## src/rtl/hri_pkg.sv

```systemverilog
package hri_pkg;
    typedef enum logic [2:0] {
        LOC_CTRL  = 3'd0,
        LOC_DATA  = 3'd1,
        LOC_STAT1 = 3'd2,
        LOC_ERRQ  = 3'd3,
        LOC_DCH   = 3'd4,
        LOC_BBCH  = 3'd5,
        LOC_BCCH  = 3'd6,
        LOC_STAT2 = 3'd7
    } hri_loc_e;

    localparam int NUM_CH   = 3;
    localparam int LEN_W    = 4;
    localparam int ERR_SLOTS = 2;

    function automatic logic [LEN_W-1:0] group_len(input logic [1:0] code);
        return LEN_W'(4'd1 << code);
    endfunction
endpackage

```

## src/rtl/hri_strobe_sync.sv

```systemverilog
module hri_strobe_sync (
    input  logic       clk,
    input  logic       rst,
    input  logic       sel_n,
    input  logic       rstb_n,
    input  logic       wstb_n,
    input  logic [2:0] adr,
    input  logic [7:0] bus_in,
    output logic       rd_evt,
    output logic       wr_evt,
    output logic [2:0] ev_addr,
    output logic [7:0] ev_data,
    output logic       rd_live,
    output logic       rd_act,
    output logic       wr_act
);
    typedef struct packed {
        logic [1:0] sel_p;
        logic [1:0] rd_p;
        logic [1:0] wr_p;
        logic       rd_arm;
        logic       wr_arm;
        logic       bad;
        logic [2:0] addr;
        logic [7:0] data;
    } sync_t;

    sync_t q, d;
    logic sel_s, rd_s, wr_s;

    always_comb begin
        d      = q;
        sel_s  = q.sel_p[1];
        rd_s   = q.rd_p[1];
        wr_s   = q.wr_p[1];
        d.sel_p = {q.sel_p[0], ~sel_n};
        d.rd_p  = {q.rd_p[0], ~rstb_n};
        d.wr_p  = {q.wr_p[0], ~wstb_n};

        if (rd_s && wr_s)
            d.bad = 1'b1;
        else if (!rd_s && !wr_s)
            d.bad = 1'b0;

        if (rd_s && sel_s && !wr_s) begin
            d.rd_arm = 1'b1;
            d.addr   = adr;
        end
        if (wr_s && sel_s && !rd_s) begin
            d.wr_arm = 1'b1;
            d.addr   = adr;
            d.data   = bus_in;
        end
        if (!rd_s) d.rd_arm = 1'b0;
        if (!wr_s) d.wr_arm = 1'b0;

        rd_evt  = q.rd_arm && !rd_s && !wr_s && !q.bad;
        wr_evt  = q.wr_arm && !wr_s && !rd_s && !q.bad;
        rd_live = q.rd_arm && rd_s && !wr_s && sel_s && !q.bad;
        ev_addr = q.addr;
        ev_data = q.data;
        rd_act  = rd_s;
        wr_act  = wr_s;
    end

    always_ff @(posedge clk or posedge rst) begin
        if (rst) q <= '0;
        else     q <= d;
    end
endmodule

```

## src/rtl/hri_byte_fifo.sv

```systemverilog
module hri_byte_fifo #(
    parameter int DEPTH = 8
) (
    input  logic       clk,
    input  logic       rst,
    input  logic       push,
    input  logic [7:0] wdata,
    input  logic       pop,
    output logic [7:0] head,
    output logic       empty,
    output logic       full
);
    localparam int AW = (DEPTH > 1) ? $clog2(DEPTH) : 1;
    localparam int CW = $clog2(DEPTH + 1);
    localparam logic [AW-1:0] LAST = AW'(DEPTH - 1);

    typedef struct packed {
        logic [DEPTH-1:0][7:0] mem;
        logic [AW-1:0]         wp;
        logic [AW-1:0]         rp;
        logic [CW-1:0]         cnt;
    } fifo_t;

    fifo_t q, d;
    logic do_push, do_pop;

    always_comb begin
        d       = q;
        empty   = (q.cnt == '0);
        full    = (q.cnt == CW'(DEPTH));
        do_push = push && !full;
        do_pop  = pop && !empty;
        if (do_push) begin
            d.mem[q.wp] = wdata;
            d.wp        = (q.wp == LAST) ? '0 : q.wp + 1'b1;
        end
        if (do_pop)
            d.rp = (q.rp == LAST) ? '0 : q.rp + 1'b1;
        d.cnt = q.cnt + CW'(do_push) - CW'(do_pop);
        head  = empty ? 8'h00 : q.mem[q.rp];
    end

    always_ff @(posedge clk or posedge rst) begin
        if (rst) q <= '0;
        else     q <= d;
    end
endmodule

```

## src/rtl/hri_indirect.sv

```systemverilog
module hri_indirect
    import hri_pkg::*;
#(
    parameter int BANK_BYTES = 32
) (
    input  logic             clk,
    input  logic             rst,
    input  logic             cmd_we,
    input  logic             dr_we,
    input  logic             dr_re,
    input  logic [7:0]       wdata,
    output logic [7:0]       rdata,
    output logic [LEN_W-1:0] left
);
    localparam int AW = $clog2(BANK_BYTES);

    typedef struct packed {
        logic [BANK_BYTES-1:0][7:0] bank;
        logic [AW-1:0]              ptr;
        logic [LEN_W-1:0]           left;
    } ind_t;

    ind_t q, d;

    always_comb begin
        d = q;
        if (cmd_we) begin
            d.ptr  = wdata[AW-1:0];
            d.left = group_len(wdata[7:6]);
        end else if (q.left != '0 && (dr_we || dr_re)) begin
            if (dr_we)
                d.bank[q.ptr] = wdata;
            d.ptr  = q.ptr + 1'b1;
            d.left = q.left - 1'b1;
        end
        rdata = (q.left != '0) ? q.bank[q.ptr] : 8'h00;
        left  = q.left;
    end

    always_ff @(posedge clk or posedge rst) begin
        if (rst) q <= '0;
        else     q <= d;
    end
endmodule

```

## src/rtl/hostport_regif.sv

```systemverilog
module hostport_regif
    import hri_pkg::*;
#(
    parameter int D_TX_DEPTH = 8,
    parameter int D_RX_DEPTH = 8,
    parameter int B_DEPTH    = 4,
    parameter int BANK_BYTES = 32
) (
    input  logic                clk,
    input  logic                host_rst,
    input  logic                sel_n,
    input  logic                rstb_n,
    input  logic                wstb_n,
    input  logic [2:0]          adr,
    input  logic [7:0]          bus_in,
    output logic [7:0]          bus_out,
    output logic                bus_oe,
    output logic                attn,
    input  logic [7:0]          irq_set,
    input  logic                err_push,
    input  logic [7:0]          err_code,
    input  logic [NUM_CH-1:0]   ln_tx_pop,
    output logic [8*NUM_CH-1:0] ln_tx_data,
    output logic [NUM_CH-1:0]   ln_tx_valid,
    input  logic [NUM_CH-1:0]   ln_rx_push,
    input  logic [8*NUM_CH-1:0] ln_rx_data
);
    logic             rd_evt, wr_evt, rd_live, rd_act, wr_act;
    logic [2:0]       ev_addr;
    logic [7:0]       ev_data;
    logic [7:0]       ind_rdata;
    logic [LEN_W-1:0] ind_left;
    logic             cmd_we, dr_we, dr_re;
    logic [NUM_CH-1:0] tx_push, tx_empty, tx_full;
    logic [NUM_CH-1:0] rx_pop, rx_empty, rx_full;
    logic [7:0]       rx_head [NUM_CH];
    logic [7:0]       err_head;
    logic             err_empty, err_full, err_pop;
    logic [7:0]       stat1, stat2;

    typedef struct packed {
        logic [7:0] ir;
    } top_t;
    top_t q, d;

    hri_strobe_sync u_sync (
        .clk(clk), .rst(host_rst), .sel_n(sel_n), .rstb_n(rstb_n), .wstb_n(wstb_n),
        .adr(adr), .bus_in(bus_in), .rd_evt(rd_evt), .wr_evt(wr_evt),
        .ev_addr(ev_addr), .ev_data(ev_data), .rd_live(rd_live),
        .rd_act(rd_act), .wr_act(wr_act)
    );

    assign cmd_we = wr_evt && (ev_addr == LOC_CTRL);
    assign dr_we  = wr_evt && (ev_addr == LOC_DATA);
    assign dr_re  = rd_evt && (ev_addr == LOC_DATA);
    assign err_pop = rd_evt && (ev_addr == LOC_ERRQ);

    hri_indirect #(.BANK_BYTES(BANK_BYTES)) u_ind (
        .clk(clk), .rst(host_rst), .cmd_we(cmd_we), .dr_we(dr_we), .dr_re(dr_re),
        .wdata(ev_data), .rdata(ind_rdata), .left(ind_left)
    );

    hri_byte_fifo #(.DEPTH(ERR_SLOTS)) u_errq (
        .clk(clk), .rst(host_rst), .push(err_push), .wdata(err_code), .pop(err_pop),
        .head(err_head), .empty(err_empty), .full(err_full)
    );

    for (genvar g = 0; g < NUM_CH; g++) begin : g_ch
        localparam int TXD = (g == 0) ? D_TX_DEPTH : B_DEPTH;
        localparam int RXD = (g == 0) ? D_RX_DEPTH : B_DEPTH;
        localparam logic [2:0] LOC = 3'(LOC_DCH + g);

        assign tx_push[g] = wr_evt && (ev_addr == LOC);
        assign rx_pop[g]  = rd_evt && (ev_addr == LOC);

        hri_byte_fifo #(.DEPTH(TXD)) u_tx (
            .clk(clk), .rst(host_rst), .push(tx_push[g]), .wdata(ev_data),
            .pop(ln_tx_pop[g]), .head(ln_tx_data[8*g +: 8]),
            .empty(tx_empty[g]), .full(tx_full[g])
        );
        hri_byte_fifo #(.DEPTH(RXD)) u_rx (
            .clk(clk), .rst(host_rst), .push(ln_rx_push[g]), .wdata(ln_rx_data[8*g +: 8]),
            .pop(rx_pop[g]), .head(rx_head[g]),
            .empty(rx_empty[g]), .full(rx_full[g])
        );
        assign ln_tx_valid[g] = !tx_empty[g];
    end

    always_comb begin
        stat1 = {ind_left != '0, 1'b0, rx_full[0], err_full, !err_empty,
                 !rx_empty[0], tx_full[0], tx_empty[0]};
        stat2 = {rx_full[2], !rx_empty[2], tx_full[2], tx_empty[2],
                 rx_full[1], !rx_empty[1], tx_full[1], tx_empty[1]};
    end

    always_comb begin
        d = q;
        if (rd_evt && ev_addr == LOC_CTRL)
            d.ir = 8'h00;
        d.ir = d.ir | irq_set;
    end

    always_comb begin
        bus_out = 8'h00;
        if (rd_live) begin
            case (ev_addr)
                LOC_CTRL:  bus_out = q.ir;
                LOC_DATA:  bus_out = ind_rdata;
                LOC_STAT1: bus_out = stat1;
                LOC_ERRQ:  bus_out = err_head;
                LOC_DCH:   bus_out = rx_head[0];
                LOC_BBCH:  bus_out = rx_head[1];
                LOC_BCCH:  bus_out = rx_head[2];
                default:   bus_out = stat2;
            endcase
        end
        bus_oe = rd_live;
        attn   = (q.ir != 8'h00);
    end

    always_ff @(posedge clk or posedge host_rst) begin
        if (host_rst) q <= '0;
        else          q <= d;
    end
endmodule

```

## config.mk

```make
export PLATFORM = sky130hd
export DESIGN_NAME = hostport_regif
export DESIGN_NICKNAME = d
export VERILOG_FILES = /design/src/rtl/hri_pkg.sv /design/src/rtl/hri_strobe_sync.sv /design/src/rtl/hri_byte_fifo.sv /design/src/rtl/hri_indirect.sv /design/src/rtl/hostport_regif.sv
export SDC_FILE = /design/constraint.sdc
export NUM_CORES = 1
export LEC_CHECK = 0
export ABC_AREA = 1
export BUFFER_PORTS_ARGS = -buffer_cell sky130_fd_sc_hd__buf_2
export CAP_MARGIN = 20
export CORE_MARGIN = 1.5
export CORE_UTILIZATION = 25
export CTS_CLUSTER_SIZE = 14
export DETAILED_ROUTE_END_ITERATION = 10
export GPL_TIMING_DRIVEN = 0
export MAX_ROUTING_LAYER = met4
export REMOVE_ABC_BUFFERS = 1
export SYNTH_ARGS = -nofsm -noshare
export SYNTH_HDL_FRONTEND = slang
export SYNTH_SLANG_ARGS = --single-unit
```

## constraint.sdc

```tcl
create_clock -name clk -period 43.1 [get_ports clk]
set_clock_uncertainty 0.1 [all_clocks]
set_input_delay 4.31 -clock clk [delete_from_list [all_inputs] [get_ports clk]]
set_output_delay 4.31 -clock clk [all_outputs]
set_load 0.05 [all_outputs]
```

==> After elaboration in Yosys (flattened, before gate mapping) <==
Cells that the tools add are included.
{ "totals": {"input_bits": 63, "register_bits": 617, "wordCells": 341} }
{ "op_classes": {"n_mux": 75, "n_addsub": 30, "shifts": 1, "n_reduce_logical": 82, "magnitude_cmp": 23, "bitwise_logic": 5, "n_eq_ne": 27} }
{ "ops": {"columns": ["operator", "count"], "rows": [
  ["bitwise mux 256 bit", 1],
  ["2-to-1 mux 8 bit", 27],
  ["bitwise mux 32 bit", 4],
  ["bitwise mux 64 bit", 2],
  ["binary-select mux 8 bit (select 2 bit)", 4],
  ["demux 8 bit (select 2 bit)", 4],
  ["case mux 8 bit (7 select lines)", 1],
  ["logical AND 1 bit", 50],
  ["binary-select mux 8 bit (select 3 bit)", 2],
  ["demux 8 bit (select 3 bit)", 2],
  ["binary-select mux 8 bit (select 5 bit)", 1],
  ["demux 8 bit (select 5 bit)", 1],
  ["== test 3 bit, second input constant", 11],
  ["less-than comparator 2 x 3 -> 1 bit, second input constant", 8],
  ["== test 2 bit, second input constant", 9],
  ["2-to-1 mux 9 bit", 2],
  ["logical NOT 1 bit", 17],
  ["adder 2 x 1 -> 2 bit, second input constant", 8],
  ["bitwise mux 16 bit", 1],
  ["less-than comparator 3 x 4 -> 1 bit, second input constant", 4],
  ["2-to-1 mux 2 bit", 8],
  ["logical NOT 3 bit", 5],
  ["2-to-1 mux 3 bit", 5],
  ["adder 3 x 1 -> 3 bit", 4],
  ["other kinds (32)", 62]
]} }

==> Depth between registers and ports, before layout <==
{ "depth": {"ltp_word": 9, "ltp_mapped": 15, "ltp_nobuf": 13} }

==> By module <==
A second synthesis with hierarchy kept.
{ "unflattened": {"hier_cells": 4324, "hier_area_um2": 32951.6} }
{ "modules_own_cells": {"columns": ["mod", "cells_each", "instances", "area_per_inst_um2"], "rows": [
  ["hri_indirect", 1774, 1, 13250.2],
  ["hri_byte_fifo (g_ch[1].u_rx ...)", 285, 2, 2209.6],
  ["hri_byte_fifo (g_ch[0].u_tx)", 502, 1, 3926.3],
  ["hri_byte_fifo (g_ch[0].u_rx)", 502, 1, 3922.5],
  ["hri_byte_fifo (g_ch[1].u_tx)", 285, 1, 2212.1],
  ["hri_byte_fifo (g_ch[2].u_tx)", 284, 1, 2208.4],
  ["hostport_regif", 192, 1, 1107.3],
  ["hri_byte_fifo (u_errq)", 128, 1, 1017.2],
  ["hri_strobe_sync", 87, 1, 888.4]
]} }

==> Worst setup path after synthesis <==
Ideal clock, no wire load.
{ "synth_timing": {"path_kind": "register -> output", "startpoint": "register u_sync.q, in the netlist u_sync.wr_act", "endpoint": "output bus_out[0]", "stages_incl_launch_ff": 6, "t_arrival_ps": 3045, "path_slack_ps": 35645, "path_buffers": 0, "path_cell_list": "dfrtp_1 > inv_1 > nand3_1 > nor3_1 > o21ai_0 > a21oi_1"} }
{ "synth_between": {"elab_chain_len": 5} }
{ "synth_lines": {"columns": ["item", "line", "rtl"], "rows": [
  ["start, declared", "hri_strobe_sync.sv:28", "sync_t q, d;"],
  ["start signal, assigned", "hri_strobe_sync.sv:67", "if (rst) q <= '0;"],
  ["start signal, assigned", "hri_strobe_sync.sv:68", "else q <= d;"],
  ["logical NOT 1 bit", "hri_strobe_sync.sv:59", "rd_live = q.rd_arm && rd_s && !wr_s && sel_s && !q.bad;"],
  ["logical AND 1 bit (3 in a row)", "hri_strobe_sync.sv:59", null],
  ["net bus_oe", "hostport_regif.sv:17", "output logic bus_oe,"],
  ["2-to-1 mux 8 bit", "hostport_regif.sv:105", "if (rd_live) begin"],
  ["end, declared", "hostport_regif.sv:16", "output logic [7:0] bus_out,"]
]} }
The timed path passes the listed nets, and every way through them passes these cells.

==> Final worst setup path <==
{ "layout_timing": {"startpoint": "register u_ind.q[5] (netlist bit)", "endpoint": "output bus_out[2]"} }
{ "layout_between": {"elab_chain_len": 5} }
{ "layout_lines": {"columns": ["item", "line", "rtl"], "rows": [
  ["start, declared", "hri_indirect.sv:23", "ind_t q, d;"],
  ["start signal, assigned", "hri_indirect.sv:41", "if (rst) q <= '0;"],
  ["start signal, assigned", "hri_indirect.sv:42", "else q <= d;"],
  ["binary-select mux 8 bit (select 5 bit)", "hri_indirect.sv:36", "rdata = (q.left != '0) ? q.bank[q.ptr] : 8'h00;"],
  ["2-to-1 mux 8 bit (not written as such)", "hri_indirect.sv:36", null],
  ["2-to-1 mux 8 bit", "hri_indirect.sv:36", null],
  ["case mux 8 bit (7 select lines)", "hostport_regif.sv:106", "case (ev_addr)"],
  ["2-to-1 mux 8 bit", "hostport_regif.sv:105", null]
]} }
Every way passes these cells. The select of a mux whose other input is x is not followed.

==> out/qor.csv <==
stage;metric;value;unit
clock_tree;Hold-fix buffers, CTS;0;
worst_setup_path;CP required;38.69;ns
routing;Pre-antenna DRT Iters;5;
clock_tree;CTS tree;built;
clock_tree;Setup Buffers After CTS;0;
logic_synthesis;Synth Cell Area;28800;µm²
die;io pins;100;
sta;Hold WS;0.250;ns
worst_setup_path;Critical Path Sink Type;primary output;
power_and_ir_drop;total leakage power;15.6;nW
sta;crit share post-route;19.4;%
clock_tree;post_cts resized;0;
die;num rows;124;
flow_run;maxcap violations;0;
global_routing;initial antenna violation count;1;
routing;routed wire length;77900;µm
finish;final core occ;29.1;%
sta;# setup viols final;0;
logic_synthesis;Post-Synth Simple-Gate Area;19.0;%
clock_tree;CTS Sinks;617;
global_routing;Total GRT Usage;13.6;%
worst_setup_path;Max FO, Critical Path;45;
worst_setup_path;Crit-path slowest cell;dfrtp_2;
routing;remaining antenna violation count;0;
global_routing;vias in the first global route;21400;
logic_synthesis;Adder-Cell Fraction of Synth Area;2.90;%
power_and_ir_drop;Cell Pwr Density;60.5;nW/µm²
routing;DR WL/cell;15.6;µm
placed_design;placed wire-length estimate;49600;µm
clock_tree;clock slew at reported path FFs;0.06;ns
worst_setup_path;cell repeated most along the worst path;nand2_1;
placed_design;DP Area;30700;µm²
logic_synthesis;Ys Warns;0;
routing;average vias per placed instance;4.59;
logic_synthesis;sequential element share of the synthesized area;53.7;%
die;die height;342;µm
sta;final hold violation count;0;
finish;Final Cell Area;33200;µm²
placed_design;placed cells;4865;
global_routing;remaining global-route overflow;0;
placed_design;pre-CTS WS;35.39;ns
logic_synthesis;library cells used by synthesis;42;
clock_tree;number of buffers created by CTS;71;
status;outcome;completed;
routing;# DRC;0;
worst_hold_path;Hold Crit Class;flop to flop;
finish;nets;3555;
global_routing;pin count of the biggest net entering global routing;126;
sta;PnR worst setup slack;34.74;ns
placed_design;Routability Congestion;0.808;
logic_synthesis;flops & latches, synth;617;
worst_setup_path;CP arrival;3.95;ns
logic_synthesis;Synth Area in Compound Gates;18.0;%
die;Die ar.;117000;µm²
logic_synthesis;Syn Area/Cell;8.39;µm²
global_routing;global-route wire length before repair;124000;µm
clock_tree;clock root buffer;clkbuf_16;
finish;commonest cells after routing, fill and taps aside;nand2_1, o21ai_0, dfrtp_1, nor2_1, o21ai_1;
sta;Slew @ Worst Pin;1.10;ns
clock_tree;Longest Clk Path Bufs;3;
finish;most common cell after layout, fill and taps aside;nand2_1;
finish;number of fill cells in the layout;12300;
clock_tree;CTS H-tree depth;3;
power_and_ir_drop;Peak VDD IR;56.5;µV
sta;relative slew slack;26.0;%
finish;Layout Area Growth over Synthesis;15.4;%
placed_design;port bufs;99;
clock_tree;clk_lat worst skew;0.64;ns
finish;final cell count without fillers;5000;
worst_setup_path;worst reg2reg setup slack;39.95;ns
die;Initial Util;25.2;%
finish;share of layout cells above drive strength 1;8.86;%
routing;Iteration-0 DRC Markers;2073;
power_and_ir_drop;total chip power;2.01;mW
die;core area;114000;µm²
logic_synthesis;Synth Area in XOR/XNOR;0.517;%
sta;total negative slack;0;ns
worst_setup_path;CP startpoint kind;flop;
logic_synthesis;cells after synthesis;3431;
worst_setup_path;slowest stage delay, CP;0.74;ns
sta;Final Critical Period;8.36;ns
sta;Final Slew Violations;0;
sta;Peak Freq;120;MHz
worst_setup_path;CP Class;flop to primary output;
sta;RSZ-0062 raised after global routing;no;
die;width of the die;342;µm
worst_setup_path;Critical Path, Cell by Cell;clkinv_2, buf_12, nor2_1, o21ai_0, o21ai_0, nand2_1, nand2_1, nor2_1, nand2_1, nand2_1, a21oi_1, buf_2;
logic_synthesis;main combinational cell family by area after synthesis;simple AND/OR/NAND/NOR gates;
routing;vias;22900;
logic_synthesis;mux cell area share after synthesis;0.0348;%
path summary, 6_finish.rpt:
check | from | end | depth (start not counted)
max in group asynchronous | host_rst | g_ch[0].u_rx.q[46]$_DFFE_PP0P_ | 6
worst min-delay path | u_sync.d[19]$_DFF_PP0_ | u_sync.q[19]$_DFF_PP0_ | 0
worst max-delay path | u_ind.q[5]$_DFFE_PP0P_ | bus_out[2] | 12
worst min register to register | u_sync.d[19]$_DFF_PP0_ | u_sync.q[19]$_DFF_PP0_ | 0
min in group asynchronous | host_rst | g_ch[0].u_tx.q[69]$_DFFE_PP0P_ | 2
worst max register to register | u_sync.ev_addr[0]$_DFFE_PP0P_ | g_ch[2].u_rx.q[2]$_DFF_PP0_ | 11
flip-flops by register name, summed over array words and instances, names as in the netlist:
register and cells:
u_sync.d 3, q 8, u_ind.q 261, u_sync.q 4, g_ch.u_tx.q 152, u_ind.left 4, u_sync.wr_act 1, u_sync.ev_data 8
u_sync.ev_addr 3, u_sync.rd_act 1, u_errq.q 20, g_ch.u_rx.q 152
critical path: cells and delay by family, from the launching register on:
family	cells	cell delay, ns
compound gates	3	0.60
buf+inv	3	1.32
flops	1	0.74
simple gates	6	0.60
kinds of logic after synthesis:
| kind of cell | Yosys count |
|---|---|
| XOR/XNOR | 17 |
| multiplexers | 1 |
| flip-flops | 617 |
| AO/OA/AOI/OAI | 1004 |
| AND/OR/NAND/NOR | 1337 |
| adder cells (fa/ha/maj) | 63 |
| buffers and inverters | 392 |
cell usage after synthesis, drive strengths merged:
library cell	count	area (µm²)
a211oi	1	7.51
a21o	1	7.51
a21oi	42	210
a22oi	1	7.51
a31oi	12	75.1
buf	49	397
clkbuf	153	576
clkinv	5	18.8
dfrtp	617	15400
fa	6	120
ha	57	713
inv	185	694
mux2i	1	10.0
nand2	848	3380
nand3	43	215
nand4	12	81.3
nor2	414	1640
nor3	15	125
nor4	2	12.5
o211ai	9	67.6
o21a	1	7.51
o21ai	861	4310
o21bai	8	60.1
o221ai	1	8.76
o22ai	65	407
o41ai	2	17.5
or2	3	18.8
xnor2	10	87.6
xor2	7	61.3
routing by layer:
layer | vias to the layer above | global-route usage (%) | wire length [µm]
li1 | 11300 | - | -
met1 | 11100 | 18.9 | 37100
met2 | 490 | 20.8 | 35400
met3 | 87 | 1.99 | 3830
met4 | 0 | 3.73 | 1550
met5 | - | - | 0
cell type report:
class                           instances  area [µm²]  area share [%]
Clock inverter                         23         278           0.836
Clock buffer                          108        2180            6.56
Sequential cell                       617       15400            46.5
Timing Repair Buffer                  127        1030            3.12
Antenna cell                            1        2.50         0.00753
Multi-Input combinational cell       2422       11700            35.1
Tap cell                             1512        1890            5.70
Inverter                              190         724            2.18
power by group:
part,internal (mW),switching (mW)
Clock,0.372,0.258
Combinational,0.193,0.429
Sequential,0.675,0.0808
Note: power is estimated with default switching activity, not from simulation.
